File: config.mk
export PLATFORM = sky130hd
export DESIGN_NAME = sync_ser_tx
export DESIGN_NICKNAME = d
export VERILOG_FILES = /design/src/rtl/sst_pkg.sv /design/src/rtl/sst_clkgen.sv /design/src/rtl/sst_shifter.sv /design/src/rtl/sync_ser_tx.sv
export SDC_FILE = /design/constraint.sdc
export NUM_CORES = 1
export LEC_CHECK = 0
export ABC_AREA = 1
export BUFFER_PORTS_ARGS = -buffer_cell sky130_fd_sc_hd__buf_4
export CAP_MARGIN = 20
export CELL_PAD_IN_SITES_DETAIL_PLACEMENT = 2
export CELL_PAD_IN_SITES_GLOBAL_PLACEMENT = 2
export CORE_ASPECT_RATIO = 1.4
export CORE_UTILIZATION = 25
export DETAILED_ROUTE_END_ITERATION = 10
export GPL_ROUTABILITY_DRIVEN = 0
export PLACE_DENSITY_LB_ADDON = 0.05
export SYNTH_ARGS = -nofsm -noshare
export SYNTH_HDL_FRONTEND = slang
export SYNTH_SLANG_ARGS = --single-unit
File: constraint.sdc
create_clock -name clk -period 3.4 [get_ports clk]
set_input_delay 0.51 -clock clk [delete_from_list [all_inputs] [get_ports clk]]
set_output_delay 0.51 -clock clk [all_outputs]
set_load 0.01 [all_outputs]
File: src/rtl/sst_pkg.sv
package sst_pkg;

    typedef enum logic {
        TX_IDLE = 1'b0,
        TX_RUN  = 1'b1
    } tx_state_e;

endpackage

File: src/rtl/sst_clkgen.sv
// Serial clock event generator: internal divider or synchronised external pin.
module sst_clkgen #(
    parameter int DIV_W       = 8,
    parameter int SYNC_STAGES = 2
) (
    input  logic             clk,
    input  logic             rst_n,
    input  logic             run,
    input  logic             ext_sel,
    input  logic [DIV_W-1:0] div,
    input  logic             ext_sclk,
    input  logic             sclk_lvl,
    output logic             fall_evt,
    output logic             rise_evt
);

    localparam int SW = SYNC_STAGES + 1;

    typedef struct packed {
        logic [DIV_W-1:0] cnt;
        logic [SW-1:0]    sync;
    } cg_t;

    cg_t  cg_d, cg_q;
    logic tick;
    logic ext_rise;
    logic ext_fall;

    always_comb begin
        cg_d      = cg_q;
        cg_d.sync = {cg_q.sync[SW-2:0], ext_sclk};
        tick      = run && (cg_q.cnt == div);
        if (!run || tick) begin
            cg_d.cnt = '0;
        end else begin
            cg_d.cnt = cg_q.cnt + DIV_W'(1);
        end
        ext_rise = cg_q.sync[SW-2] & ~cg_q.sync[SW-1];
        ext_fall = ~cg_q.sync[SW-2] & cg_q.sync[SW-1];
        fall_evt = run & sclk_lvl  & (ext_sel ? ext_fall : tick);
        rise_evt = run & ~sclk_lvl & (ext_sel ? ext_rise : tick);
    end

    always_ff @(posedge clk or negedge rst_n) begin
        if (!rst_n) begin
            cg_q.cnt  <= '0;
            cg_q.sync <= '1;
        end else begin
            cg_q <= cg_d;
        end
    end

endmodule

File: src/rtl/sst_shifter.sv
// Shift register with bit index; emits LSB first on each shift strobe.
module sst_shifter #(
    parameter int DATA_W = 8
) (
    input  logic              clk,
    input  logic              rst_n,
    input  logic              load,
    input  logic [DATA_W-1:0] load_data,
    input  logic              shift,
    output logic              sdata,
    output logic              last
);

    localparam int                CNT_W    = (DATA_W > 1) ? $clog2(DATA_W) : 1;
    localparam logic [CNT_W-1:0]  LAST_IDX = CNT_W'(DATA_W - 1);

    typedef struct packed {
        logic [DATA_W-1:0] tsr;
        logic [CNT_W-1:0]  idx;
        logic              sd;
    } sh_t;

    sh_t sh_d, sh_q;

    always_comb begin
        sh_d = sh_q;
        if (load) begin
            sh_d.tsr = load_data;
            sh_d.idx = LAST_IDX;
        end else if (shift) begin
            sh_d.sd  = sh_q.tsr[0];
            sh_d.tsr = sh_q.tsr >> 1;
            sh_d.idx = (sh_q.idx == LAST_IDX) ? '0 : sh_q.idx + CNT_W'(1);
        end
    end

    always_ff @(posedge clk or negedge rst_n) begin
        if (!rst_n) begin
            sh_q.tsr <= '0;
            sh_q.idx <= LAST_IDX;
            sh_q.sd  <= 1'b1;
        end else begin
            sh_q <= sh_d;
        end
    end

    assign sdata = sh_q.sd;
    assign last  = (sh_q.idx == LAST_IDX);

endmodule

File: src/rtl/sync_ser_tx.sv
module sync_ser_tx
    import sst_pkg::*;
#(
    parameter int DATA_W      = 8,
    parameter int DIV_W       = 8,
    parameter int SYNC_STAGES = 2
) (
    input  logic              clk,
    input  logic              rst_n,
    input  logic              cfg_tx_en,
    input  logic              cfg_ext_sel,
    input  logic [DIV_W-1:0]  cfg_div,
    input  logic              cfg_txi_en,
    input  logic              cfg_tei_en,
    input  logic              wr_valid,
    input  logic [DATA_W-1:0] wr_data,
    input  logic              rx_err_ovr,
    input  logic              rx_err_frm,
    input  logic              rx_err_par,
    input  logic              ext_sclk_in,
    output logic              sclk_out,
    output logic              sdata_out,
    output logic              hold_empty,
    output logic              tx_end,
    output logic              irq_empty,
    output logic              irq_end
);

    typedef struct packed {
        tx_state_e         st;
        logic [DATA_W-1:0] hold;
        logic              empty;
        logic              done;
        logic              sclk;
    } ctl_t;

    ctl_t ctl_d, ctl_q;
    logic rx_err;
    logic run;
    logic load;
    logic fall_evt;
    logic rise_evt;
    logic last_bit;
    logic ser_bit;

    assign rx_err = rx_err_ovr | rx_err_frm | rx_err_par;
    assign run    = (ctl_q.st == TX_RUN) & cfg_tx_en;

    sst_clkgen #(
        .DIV_W      (DIV_W),
        .SYNC_STAGES(SYNC_STAGES)
    ) u_clkgen (
        .clk     (clk),
        .rst_n   (rst_n),
        .run     (run),
        .ext_sel (cfg_ext_sel),
        .div     (cfg_div),
        .ext_sclk(ext_sclk_in),
        .sclk_lvl(ctl_q.sclk),
        .fall_evt(fall_evt),
        .rise_evt(rise_evt)
    );

    sst_shifter #(
        .DATA_W(DATA_W)
    ) u_shifter (
        .clk      (clk),
        .rst_n    (rst_n),
        .load     (load),
        .load_data(ctl_q.hold),
        .shift    (fall_evt),
        .sdata    (ser_bit),
        .last     (last_bit)
    );

    always_comb begin
        ctl_d = ctl_q;
        load  = 1'b0;
        if (!cfg_tx_en) begin
            ctl_d.st    = TX_IDLE;
            ctl_d.sclk  = 1'b1;
            ctl_d.empty = 1'b1;
            ctl_d.done  = 1'b1;
        end else begin
            case (ctl_q.st)
                TX_IDLE: begin
                    if (!ctl_q.empty && !rx_err) begin
                        load        = 1'b1;
                        ctl_d.empty = 1'b1;
                        ctl_d.done  = 1'b0;
                        ctl_d.st    = TX_RUN;
                    end
                end
                TX_RUN: begin
                    if (fall_evt) begin
                        ctl_d.sclk = 1'b0;
                    end
                    if (rise_evt) begin
                        ctl_d.sclk = 1'b1;
                        if (last_bit) begin
                            if (!ctl_q.empty && !rx_err) begin
                                load        = 1'b1;
                                ctl_d.empty = 1'b1;
                            end else begin
                                ctl_d.st   = TX_IDLE;
                                ctl_d.done = 1'b1;
                            end
                        end
                    end
                end
                default: ctl_d.st = TX_IDLE;
            endcase
            if (wr_valid) begin
                ctl_d.hold  = wr_data;
                ctl_d.empty = 1'b0;
                ctl_d.done  = 1'b0;
            end
        end
    end

    always_ff @(posedge clk or negedge rst_n) begin
        if (!rst_n) begin
            ctl_q.st    <= TX_IDLE;
            ctl_q.hold  <= '0;
            ctl_q.empty <= 1'b1;
            ctl_q.done  <= 1'b1;
            ctl_q.sclk  <= 1'b1;
        end else begin
            ctl_q <= ctl_d;
        end
    end

    assign sclk_out   = ctl_q.sclk;
    assign sdata_out  = ser_bit;
    assign hold_empty = ctl_q.empty;
    assign tx_end     = ctl_q.done;
    assign irq_empty  = ctl_q.empty & cfg_txi_en;
    assign irq_end    = ctl_q.done & cfg_tei_en;

endmodule

Yosys cells after proc, flatten, opt, wreduce, memory -nomap -nowiden
Index checks and enable logic that the tools add are counted.
- muxes and demuxes: 25
- equal/unequal tests: 9
- bitwise logic cells: 16
- $add $sub $neg: 2
- reduce and logical (&&, ||, !) cells: 12
- operator list (kind ; count):
    $mux 1 ; 13
    $mux 12 ; 1
    $ne 4x3->1 const B ; 3
    $mux 11 ; 1
    $and 1x1->1 ; 9
    $mux 3 ; 3
    $add 8x1->8 const B ; 1
    $eq 8x8->1 ; 1
    $mux 8 ; 1
    $ne 4x4->1 const B ; 2
    $reduce_and 4->1 ; 2
    $mux 2 ; 3
    $reduce_and 2->1 ; 3
    $not 1->1 ; 5
    $pmux 1 s2 ; 2
    $pmux 2 s2 ; 1
    $add 3x1->3 const B ; 1
    $eq 3x3->1 const B ; 1
    $logic_not 1->1 ; 3
    $ne 3x1->1 const B ; 1
    $logic_and 1x1->1 ; 2
    $ne 2x1->1 const B ; 1
    $or 1x1->1 ; 2
    $reduce_bool 2->1 ; 1
    $logic_or 1x1->1 ; 1
- output and inout bits: 6
- register bits after elaboration: 35
- word-level logic and storage cells: 74

Logic depth before layout (Yosys ltp)
- word-level depth: 11
- gate-level depth with buffers: 14
- gate-level depth less buffers: 13

Hierarchy
From an unflattened synthesis, not the netlist that was laid out.
- cells, all modules: 216
- area, all modules: 1761.7 sq um
- by module, submodules not included (module ; cells an instance ; times used ; area each (sq um) ; seq. area each (sq um)):
    sst_clkgen ; 82 ; 1 ; 633.1 ; 279.0
    sync_ser_tx ; 71 ; 1 ; 568.0 ; 304.0
    sst_shifter ; 63 ; 1 ; 560.5 ; 305.3

Worst setup path after synthesis
Ideal clock, no wire load.
- kind: input to register
- start: input cfg_div[6]
- end: register u_shifter.sh_q[10] (netlist name)
- arrival: 1463 ps
- buffers on the path: 1
- required time: 3284 ps
- slack: 1821 ps
- stages: 11
- cell sequence: xnor2_1 -> nand2_1 -> nor2_2 -> nand3_2 -> nand2_4 -> nand3_4 -> nand2_4 -> nand2_4 -> buf_6 -> nand3_2 -> nand2_1
- word-level cells in the longest chain between the ends: 8
- RTL lines (element ; line ; RTL):
    start: declaration ; sync_ser_tx.sv:12 ; input logic [DIV_W-1:0] cfg_div,
    $eq 8x8->1 (*) ; sst_clkgen.sv:32 ; tick = run && (cg_q.cnt == div);
    $logic_and 1x1->1 (*) ; sst_clkgen.sv:32 ;
    $mux 1 ; sst_clkgen.sv:41 ; rise_evt = run & ~sclk_lvl & (ext_sel ? ext_rise : tick);
    $and 1x1->1 ; sst_clkgen.sv:41 ;
    $mux 1 ; sync_ser_tx.sv:98 ; if (rise_evt) begin
    $pmux 1 s2 ; sync_ser_tx.sv:85 ; case (ctl_q.st)
    $mux 1 ; sync_ser_tx.sv:79 ; if (!cfg_tx_en) begin
    $mux 11 / $reduce_bool 2->1 (equally long branches) ; n/a ;
    end: declaration ; sst_shifter.sv:23 ; sh_t sh_d, sh_q;
Mark *: on every way between the ends. The rest lies on a longest branch, timed or not.
A chain may end at the register's enable or synchronous reset.

Final worst setup path
- start: register u_clkgen.cg_q[9] (netlist name)
- end: register u_shifter.sh_q[10] (netlist name)
- word-level cells in the longest chain between the ends: 8
- RTL lines (element ; line ; RTL):
    start: declaration ; sst_clkgen.sv:24 ; cg_t cg_d, cg_q;
    start signal: assignment ; sst_clkgen.sv:49 ; cg_q <= cg_d;
    $eq 8x8->1 (*) ; sst_clkgen.sv:32 ;
    $logic_and 1x1->1 (*) ; sst_clkgen.sv:32 ;
    $mux 1 ; sst_clkgen.sv:41 ;
    $and 1x1->1 ; sst_clkgen.sv:41 ;
    $mux 1 ; sync_ser_tx.sv:98 ;
    $pmux 1 s2 ; sync_ser_tx.sv:85 ;
    $mux 1 ; sync_ser_tx.sv:79 ;
    $mux 11 / $reduce_bool 2->1 (equally long branches) ; n/a ;
Marks and branches as above.

==> impl_metrics.xml <==
<?xml version="1.0" encoding="UTF-8"?>
<metrics>
  <group name="synthesis">
    <metric name="yosys.area.top_type" unit="">dfrtp_1</metric>
    <metric name="ys_warn_count" unit="">0</metric>
    <metric name="synth_async_sr_flop_share" unit="%">100</metric>
    <metric name="yosysTopAreaCellShare" unit="%">33.3</metric>
    <metric name="synth_nets" unit="">263</metric>
    <metric name="synth_area_leaders" unit="">dfrtp_1 33%, nand2_1 17%, dfstp_2 14%</metric>
    <metric name="synth_sequential_area_ratio" unit="%">47.3</metric>
    <metric name="synthesis.area_per_instance" unit="um^2">8.06</metric>
    <metric name="top_flip_flop_cell_by_instance_count_after_synthesis" unit="">dfrtp_1</metric>
    <metric name="synth.lib_cells_used.distinct" unit="">25</metric>
    <metric name="postSynthRegisterBits" unit="">35</metric>
    <metric name="synth_enable_flop_cells" unit="">0</metric>
    <metric name="syn_inst" unit="">233</metric>
    <metric name="syn-cell-area" unit="mm^2">0.00188</metric>
  </group>
  <group name="die">
    <metric name="die_y" unit="um">105</metric>
    <metric name="top_level_ports" unit="">33</metric>
    <metric name="die_w" unit="um">75.3</metric>
    <metric name="floorplan.die_area" unit="mm^2">0.00787</metric>
    <metric name="core" unit="mm^2">0.00731</metric>
    <metric name="initial_core_util" unit="%">25.7</metric>
    <metric name="num_rows" unit="">37</metric>
  </group>
  <group name="worst_setup_path">
    <metric name="crit_type" unit="">register to register</metric>
    <metric name="timing.critical_path.slowest_stage_cell" unit="">dfrtp_1</metric>
    <metric name="cp.buffers_inverters" unit="">2</metric>
    <metric name="reg2regPathDepth" unit="">11</metric>
    <metric name="crit_path_cell_trace" unit="">xnor2_1 &gt; nand2_1 &gt; nor2_2 &gt; nand3_2 &gt; nand2_4 &gt; nand2_2 &gt; inv_2 &gt; nand2_1 &gt; nand2_1 &gt; inv_1 &gt; nand2_1</metric>
    <metric name="crit_required" unit="ps">3620</metric>
    <metric name="setup_slack_of_the_most_critical_reg_to_reg_path" unit="ps">1600</metric>
    <metric name="rr_startpoint" unit="">u_clkgen.cg_q[9]$_DFF_PN0_</metric>
    <metric name="max_stage_delay" unit="ps">420</metric>
    <metric name="critical_path_arrival" unit="ps">2020</metric>
    <metric name="reg2reg_to" unit="">u_shifter.sh_q[10]$_DFFE_PN0P_</metric>
    <metric name="crit_path_start_kind" unit="">register</metric>
    <metric name="crit_family" unit="">simple AND/OR/NAND/NOR gates</metric>
    <metric name="critical_path_peak_fanout" unit="">13</metric>
    <metric name="cpMostUsedCell" unit="">nand2_1</metric>
    <metric name="endpoint_kind" unit="">register</metric>
  </group>
  <group name="min_path">
    <metric name="timing.hold.worst.class" unit="">input port to async pin</metric>
  </group>
  <group name="clock_network">
    <metric name="cts_htree_levels" unit="">2</metric>
    <metric name="postCtsSetupBuffers" unit="">0</metric>
    <metric name="clk_path_buf_depth" unit="">2</metric>
    <metric name="clock_latency" unit="ps">290</metric>
    <metric name="cts_tree" unit="">yes</metric>
    <metric name="clkSinkCount" unit="">35</metric>
    <metric name="cts_hold_buffers" unit="">0</metric>
    <metric name="cts.clk_slew.worst_paths" unit="ps">80</metric>
    <metric name="clk_root_buffer_cell" unit="">clkbuf_8</metric>
    <metric name="ctsResizeCount" unit="">0</metric>
    <metric name="cts-buffers-inserted" unit="">5</metric>
  </group>
  <group name="route">
    <metric name="residual_drc" unit="">0</metric>
    <metric name="viasPerCell" unit="">4.33</metric>
    <metric name="post_route_ant_nets" unit="">0</metric>
    <metric name="wire_per_inst" unit="um">12.8</metric>
    <metric name="vias" unit="">1585</metric>
    <metric name="totalWireLength" unit="mm">4.70</metric>
    <metric name="dr.first_iter.drc_count" unit="">39</metric>
    <metric name="firstDrtPassIters" unit="">3</metric>
  </group>
  <group name="pwr">
    <metric name="power_leakage" unit="nW">1.18</metric>
    <metric name="power_report.internal_total" unit="W">0.000772</metric>
    <metric name="power_frac_comb" unit="%">14.8</metric>
    <metric name="power.switching_fraction" unit="%">26.7</metric>
    <metric name="finalPower" unit="W">0.00105</metric>
    <metric name="power_frac_clock" unit="%">36.3</metric>
    <metric name="sequentialPowerShare" unit="%">48.9</metric>
    <metric name="max-vdd-ir-drop" unit="uV">155</metric>
    <metric name="power.density" unit="mW/mm^2">455</metric>
    <metric name="p_switching" unit="W">0.000281</metric>
  </group>
  <group name="final_layout">
    <metric name="area_of_combinational_cells_with_multiple_inputs" unit="um^2">813</metric>
    <metric name="count_of_placed_standard_cells_in_the_final_layout_fillers_left_out" unit="">366</metric>
    <metric name="finish.net_count" unit="">298</metric>
    <metric name="register_area" unit="um^2">888</metric>
    <metric name="final.fill_count" unit="">903</metric>
    <metric name="final_layout_size_suffix_gt1_share" unit="%">25.7</metric>
    <metric name="finish.utilization" unit="%">31.6</metric>
    <metric name="syn2layout_area_growth" unit="%">23.3</metric>
    <metric name="insertedDiodeCount" unit="">0</metric>
  </group>
  <group name="sta">
    <metric name="fin_worst_hold_slack" unit="ps">176</metric>
    <metric name="finalSetupViolCount" unit="">0</metric>
    <metric name="final_max_slew_viol_count" unit="">0</metric>
    <metric name="setup_tns" unit="ps">0</metric>
    <metric name="relSlewSlack" unit="%">68.6</metric>
    <metric name="final_worst_path_period_share" unit="%">52.9</metric>
    <metric name="clock_skew" unit="ps">11.0</metric>
    <metric name="max_slew.worst_pin.slew" unit="ps">472</metric>
    <metric name="report.final.hold_viol_count" unit="">0</metric>
    <metric name="post-route-min-period" unit="ps">1800</metric>
    <metric name="unrepaired_setup_endpoints_after_global_routing" unit="">false</metric>
    <metric name="fmaxAchievable" unit="MHz">556</metric>
  </group>
  <group name="grt">
    <metric name="grt_max_degree" unit="">36</metric>
    <metric name="globalRoute.totalOverflow" unit="">0</metric>
    <metric name="grt_pass1_vias" unit="">1805</metric>
    <metric name="grt_usage" unit="%">13.8</metric>
    <metric name="antenna_violations_before_repair" unit="">0</metric>
    <metric name="grt_pass1_wl" unit="mm">8.11</metric>
  </group>
  <group name="placed_design">
    <metric name="dp.final_hpwl" unit="mm">3.68</metric>
    <metric name="place.detailed.instances" unit="">358</metric>
    <metric name="place.port_buffers" unit="">32</metric>
  </group>
  <group name="outcome">
    <metric name="status" unit="">finished, final reports clean</metric>
  </group>
  <group name="run">
    <metric name="max_cap_check_violation_count" unit="">0</metric>
  </group>
</metrics>
==> metal layers <==
layer / track usage, % / vias to the layer above / routed length, um
met5: 0 / - / 0
met4: 4.76 / 0 / 60
met3: 2.41 / 5 / 108
met2: 27.5 / 17 / 2910
met1: 13.2 / 779 / 1620
li1: - / 784 / -
==> registers in the layout, summed over array words and instances, names as in the netlist <==
register / flops
ctl_q: 9
hold_empty: 1
sclk_out: 1
tx_end: 1
u_clkgen.cg_d: 2
u_clkgen.cg_q: 9
u_shifter.sdata: 1
u_shifter.sh_q: 11
==> power by group through the flow <==
stage	logic (W)	clock network [W]	registers, W
after CTS	0.000164	0.000406	0.000518
after detailed placement	0.000163	0	0.000525
after global routing	0.000184	0.000422	0.000525
final	0.000156	0.000382	0.000516
after floorplan	0.0000951	0	0.000515
after global placement	0.000157	0	0.000526
==> metrics by stage <==
| stage | setup WS, ps | area (um^2) |
|---|---|---|
| 2_1_floorplan | 1820 | 1880 |
| 5_1_grt | 1370 | 2310 |
| 4_1_cts | 1550 | 2310 |
| 3_3_place_gp | 1390 | 2200 |
| 3_5_place_dp | 1370 | 2200 |
| 6_report | 1600 | 2310 |
==> kinds of logic after synthesis <==
kind of cell	share of synthesized area [%]
AND/OR/NAND/NOR	35.0
buffers and inverters	9.39
flip-flops	47.3
AO/OA/AOI/OAI	4.00
XOR/XNOR	2.33
adder cells (fa/ha/maj)	2.00
==> placed cells by master, fill, tap and decap left out, types with 2 or more instances in the layout <==
cell type	instances
nand2_1	86
nor2_1	10
dfstp_2	10
nand3_2	8
xnor2_1	3
dfrtp_1	25
nand2_4	3
nor3_1	5
nand3b_1	2
xor2_1	2
inv_1	34
clkbuf_8	5
nand3_1	13
a21oi_1	6
o211ai_1	2
inv_2	3
o21ai_0	6
nor2_2	2
buf_4	32
ha_1	3
nor3b_1	2
==> synth_stat cells (all sizes together) (3+ instances only) <==
master	instances
dfstp	10
ha	3
a21oi	6
dfrtp	25
xnor2	3
buf	3
nor3	5
inv	37
nand2	90
nand3	22
nor2	13
o21ai	6
==> cell type report <==
| cell class | count | area share (%) |
|---|---|---|
| clock buffers | 5 | 2.97 |
| flip-flops and latches | 35 | 38.4 |
| well taps | 97 | 5.24 |
| repair buffers | 32 | 10.4 |
| clock inverters | 3 | 1.89 |
| inverters | 37 | 6.00 |
| multi-input cells | 157 | 35.1 |
==> worst register-to-register path: cells and delay by family (launching register included) <==
family / cells / cell delay (ps)
xor gates and xnor gates: 1 / 140
buffers and inverters: 2 / 300
DFF: 1 / 420
and+or+nand+nor: 8 / 890
==> worst max path at each step <==
stage          depth (start not counted)                        endpoint                         from  slack [ps]
6_report                              11  u_shifter.sh_q[10]$_DFFE_PN0P_   u_clkgen.cg_q[9]$_DFF_PN0_        1600
5_1_grt                               13  u_shifter.sh_q[10]$_DFFE_PN0P_   u_clkgen.cg_q[3]$_DFF_PN0_        1370
4_1_cts                               13  u_shifter.sh_q[10]$_DFFE_PN0P_  u_clkgen.cg_q[10]$_DFF_PN0_        1550
3_5_place_dp                          14   u_shifter.sh_q[5]$_DFFE_PN0P_                   cfg_div[7]        1370
3_3_place_gp                          12   u_shifter.sh_q[5]$_DFFE_PN0P_                   cfg_div[6]        1390
2_1_floorplan                         11  u_shifter.sh_q[10]$_DFFE_PN0P_                   cfg_div[6]        1820
Power figures use the tool's default switching activity.
